--- src/rtl/bhp_hybrid.sv ---
module bhp_hybrid #(
  parameter int ADDR_W = 32,
  parameter int IDX_W  = 6,
  parameter int DISP_W = 16
) (
  input  logic              clk,
  input  logic              rst,
  input  logic              lk_valid,
  input  logic [ADDR_W-1:0] lk_pc,
  input  logic [DISP_W-1:0] lk_disp,
  input  logic              rs_valid,
  input  logic [ADDR_W-1:2] rs_pc,
  input  logic              rs_taken,
  output logic              pr_valid,
  output logic              pr_taken,
  output logic              pr_hit,
  output logic [ADDR_W-1:0] pr_target
);
  localparam int ENTRIES = 1 << IDX_W;
  localparam int TAG_W   = ADDR_W - IDX_W - 2;

  logic [ENTRIES-1:0] vld_q;
  logic [TAG_W-1:0]   tag_q [ENTRIES];
  logic [1:0]         ctr_q [ENTRIES];

  logic [IDX_W-1:0] lk_idx, rs_idx;
  logic [TAG_W-1:0] lk_tag, rs_tag;
  logic             lk_hit, lk_dir, rs_hit;
  logic [1:0]       rs_cur, rs_nxt;
  logic [ADDR_W-1:0] lk_tgt;

  assign lk_idx = lk_pc[IDX_W+1:2];
  assign lk_tag = lk_pc[ADDR_W-1:IDX_W+2];
  assign lk_hit = vld_q[lk_idx] && (tag_q[lk_idx] == lk_tag);
  assign lk_dir = lk_hit ? ctr_q[lk_idx][1] : lk_disp[DISP_W-1];
  assign lk_tgt = lk_pc + {{(ADDR_W-DISP_W){lk_disp[DISP_W-1]}}, lk_disp};

  assign rs_idx = rs_pc[IDX_W+1:2];
  assign rs_tag = rs_pc[ADDR_W-1:IDX_W+2];
  assign rs_hit = vld_q[rs_idx] && (tag_q[rs_idx] == rs_tag);
  assign rs_cur = ctr_q[rs_idx];

  always_comb begin
    if (!rs_hit)
      rs_nxt = rs_taken ? 2'b10 : 2'b01;
    else if (rs_taken)
      rs_nxt = (rs_cur == 2'b11) ? 2'b11 : rs_cur + 2'b01;
    else
      rs_nxt = (rs_cur == 2'b00) ? 2'b00 : rs_cur - 2'b01;
  end

  always_ff @(posedge clk) begin
    if (rst)
      vld_q <= '0;
    else if (rs_valid)
      vld_q[rs_idx] <= 1'b1;
  end

  always_ff @(posedge clk) begin
    if (!rst && rs_valid) begin
      tag_q[rs_idx] <= rs_tag;
      ctr_q[rs_idx] <= rs_nxt;
    end
  end

  always_ff @(posedge clk) begin
    if (rst) begin
      pr_valid  <= 1'b0;
      pr_taken  <= 1'b0;
      pr_hit    <= 1'b0;
      pr_target <= '0;
    end else begin
      pr_valid <= lk_valid;
      pr_taken <= lk_valid && lk_dir;
      pr_hit   <= lk_valid && lk_hit;
      if (lk_valid)
        pr_target <= lk_tgt;
    end
  end
endmodule


--- config.mk ---
export PLATFORM = sky130hd
export DESIGN_NAME = bhp_hybrid
export DESIGN_NICKNAME = d
export VERILOG_FILES = /design/src/rtl/bhp_hybrid.sv
export SDC_FILE = /design/constraint.sdc
export NUM_CORES = 2
export LEC_CHECK = 0
export BUFFER_PORTS_ARGS = -buffer_cell sky130_fd_sc_hd__buf_2
export CAP_MARGIN = 20
export CORE_AREA = 5 5 461 463
export CTS_BUF_LIST = sky130_fd_sc_hd__clkbuf_4
export DETAILED_ROUTE_END_ITERATION = 7
export DIE_AREA = 0 0 466 468
export PLACE_DENSITY = 0.61
export SLEW_MARGIN = 20
export SYNTH_ARGS = -nofsm -noshare
export SYNTH_HDL_FRONTEND = slang
export SYNTH_SLANG_ARGS = --single-unit
--- constraint.sdc ---
create_clock -name clk -period 8.8 [get_ports clk]
set_clock_uncertainty 0.2 [all_clocks]
set_input_delay 1.76 -clock clk [delete_from_list [all_inputs] [get_ports clk]]
set_output_delay 1.76 -clock clk [all_outputs]
set_load 0.01 [all_outputs]
==> reports/metrics.cfg <==
[cts]
insertion_delay_ns=1.53
htree_levels=5
cts_buffers=454
cts-root-buf=clkbuf_4
cts_buffer_depth=4
post_cts_resized=0
cts_setup_buffers=0
cts_tree=done
clock_sinks=1763
hold_buffers=0
cts.clk_slew.worst_paths_ns=0.06

[grt]
grt_pass1_wl_mm=482
first_global_vias=58500
grt_antenna_before_repair=20
grtUsageTotal=0.320
grt_start_max_net_pins=106
gr-total-overflow=0

[cells_and_area]
fin_util=0.452
finalNonFillerCells=8643
layout-drive-gt1-share=0.329
final_cell_mix=edfxtp_1, clkbuf_4, mux4_2, buf_4, mux2i_1
multi_input_area_um2=29200
area_delta_synth_final_pct=13.8
final_common_cell=edfxtp_1
regArea_um2=51900
nFillCells=18100
finalNetCount=5583

[floorplanning]
chipHeight_um=468
fp.dieW_um=466
rows=168
core_area_um2=208000
die_area_um2=218000
io_pins=118
start_util=0.397

[yosys]
syn_inst=4996
synthArstFlopShare=0
postSynthAreaPerCell_um2=16.6
synth_warnings=0
synth_nets=5111
synth.area.mux_share=0.198
synth_area_leaders=edfxtp_1, mux4_2, mux2i_1
seq_area_frac_synth=0.628
synth_top_family_by_area=multiplexers
synth.top_cell.area_share=0.604
synth_edf_count=1664
synth_seq_cells=1763
synthesis.area_um2=82700
yosys.area_share.xor_xnor=0.00996
ys_types=76
synth_largest_area_cell=edfxtp_1
synth_fa_ha_area_frac=0.00493
synth_compound_area_frac=0.0965
ys.flop_type=edfxtp_1
yosys.area_share.simple=0.0355

[sta]
whs_ns=0.260
relSlewSlack=0.123
fin_crit_sh=0.746
period_minus_slack_ns=6.57
finalHoldViolCount=0
tightest_slew_ns=1.31
worst_slack_ns=2.23
fmax_mhz=152
rsz0062_at_grt=false
slew_violations=0
fin_tns_setup_ns=0
setup_viol=0

[critical_path]
cp-start-kind=input pin
end_kind=flop
required_ns=9.68
path_class=in -> reg
arrival_ns=7.45
crit_path_max_fanout=64

[placed_design]
dp_slack_ns=1.07
place_hpwl_mm=222
numPortBuffers=117
dp_cells=7812
gp_congestion=0.991

[power]
switchingPower_mw=4.84
ir_drop_v=0.000143
p_comb_frac=0.107
power.density_nw_per_um2=193
clkPwrFrac=0.385
power.internal_mw=13.4
leakage_nw=30.8
switching_share=0.266
sequentialPowerShare=0.508

[drt]
first_pass_iters=6
wl_per_cell_um=41.5
via_count=60800
routed_wl_mm=359
drc=0
ant_nets=0
drt_iter0_markers=11700
via_per_inst=7.03

[job]
cap_violations=0

[worst_hold_path]
hp-class=reg -> reg

[run_status]
run_status=complete, no violations

state kept, by name, summed over array words and instances, names as in the netlist:
name,count
ctr_q,128
pr_hit,1
pr_taken,1
pr_target,32
pr_valid,1
tag_q,1536
vld_q,64
metrics by stage:
stage	cell area, um^2	power [mW]
2_1_floorplan	82700	10.4
3_3_place_gp	88300	11.3
3_5_place_dp	88400	11.3
4_1_cts	93900	18.1
5_1_grt	94100	18.7
6_report	94100	18.2
cells in the mapped netlist, drive strengths merged, types with 111 or more instances:
| library cell | number |
|---|---|
| edfxtp | 1664 |
| mux4 | 566 |
| mux2i | 238 |
| buf | 231 |
| nor2 | 204 |
| a22oi | 185 |
| clkbuf | 181 |
| o22ai | 168 |
| a221oi | 166 |
| nand2 | 141 |
| a21oi | 123 |
| o21ai | 114 |
| mux2 | 111 |
cells by family after synthesis:
group / count (synthesis)
buffers and inverters: 493
muxes: 915
adders and majority gates: 32
xor gates and xnor gates: 94
AOI/OAI and AO/OA: 1092
and+or+nand+nor: 607
DFF: 1763
layout make-up:
cell class | instances | share of cell area
Tap cell | 2805 | 0.0373
Inverter | 81 | 0.00334
Antenna cell | 31 | 0.000824
Clock inverter | 149 | 0.00756
Timing Repair Buffer | 428 | 0.0374
Multi-Input combinational cell | 2740 | 0.310
Clock buffer | 646 | 0.0515
Sequential cell | 1763 | 0.552
metal layers:
| layer | wire, um | global-route usage | vias to the layer above |
|---|---|---|---|
| li1 | - | - | 22400 |
| met1 | 117000 | 0.389 | 30400 |
| met2 | 149000 | 0.452 | 6387 |
| met3 | 58900 | 0.136 | 1643 |
| met4 | 32500 | 0.241 | 12 |
| met5 | 508 | 0.0125 | - |
power groups by stage:
stage | combinational, mW | sequential, mW | clock, mW
finish | 1.94 | 9.24 | 7.01
global route | 1.95 | 9.24 | 7.51
CTS | 1.85 | 9.24 | 7.03
detailed placement | 1.85 | 9.42 | 0
global placement | 1.84 | 9.42 | 0
floorplan | 1.02 | 9.42 | 0
worst paths after layout:
check                              from                    endpoint  slack [ns]  depth (start not counted)
max reg2reg      tag_q[42][0]$_DFFE_PP_       ctr_q[7][0]$_DFFE_PP_        3.22                         11
min          pr_target[29]$_SDFFE_PP0P_  pr_target[29]$_SDFFE_PP0P_        0.26                          2
max                            rs_pc[2]       ctr_q[7][0]$_DFFE_PP_        2.23                         15
min reg2reg  pr_target[29]$_SDFFE_PP0P_  pr_target[29]$_SDFFE_PP0P_        0.26                          2
critical path, cell delays in order:
cell and delay, ns:
buf_8 0.52, buf_12 0.39, nor2_4 0.21, buf_4 0.35, a221oi_1 0.51, o22ai_1 0.19, a2111o_1 0.48, nor4_1 0.57
o211a_1 0.37, o221ai_1 0.18, nor4_2 0.49, buf_4 0.27, nor4b_1 0.43, o22ai_4 0.11, buf_4 0.32
Power figures use the tool's default switching activity.
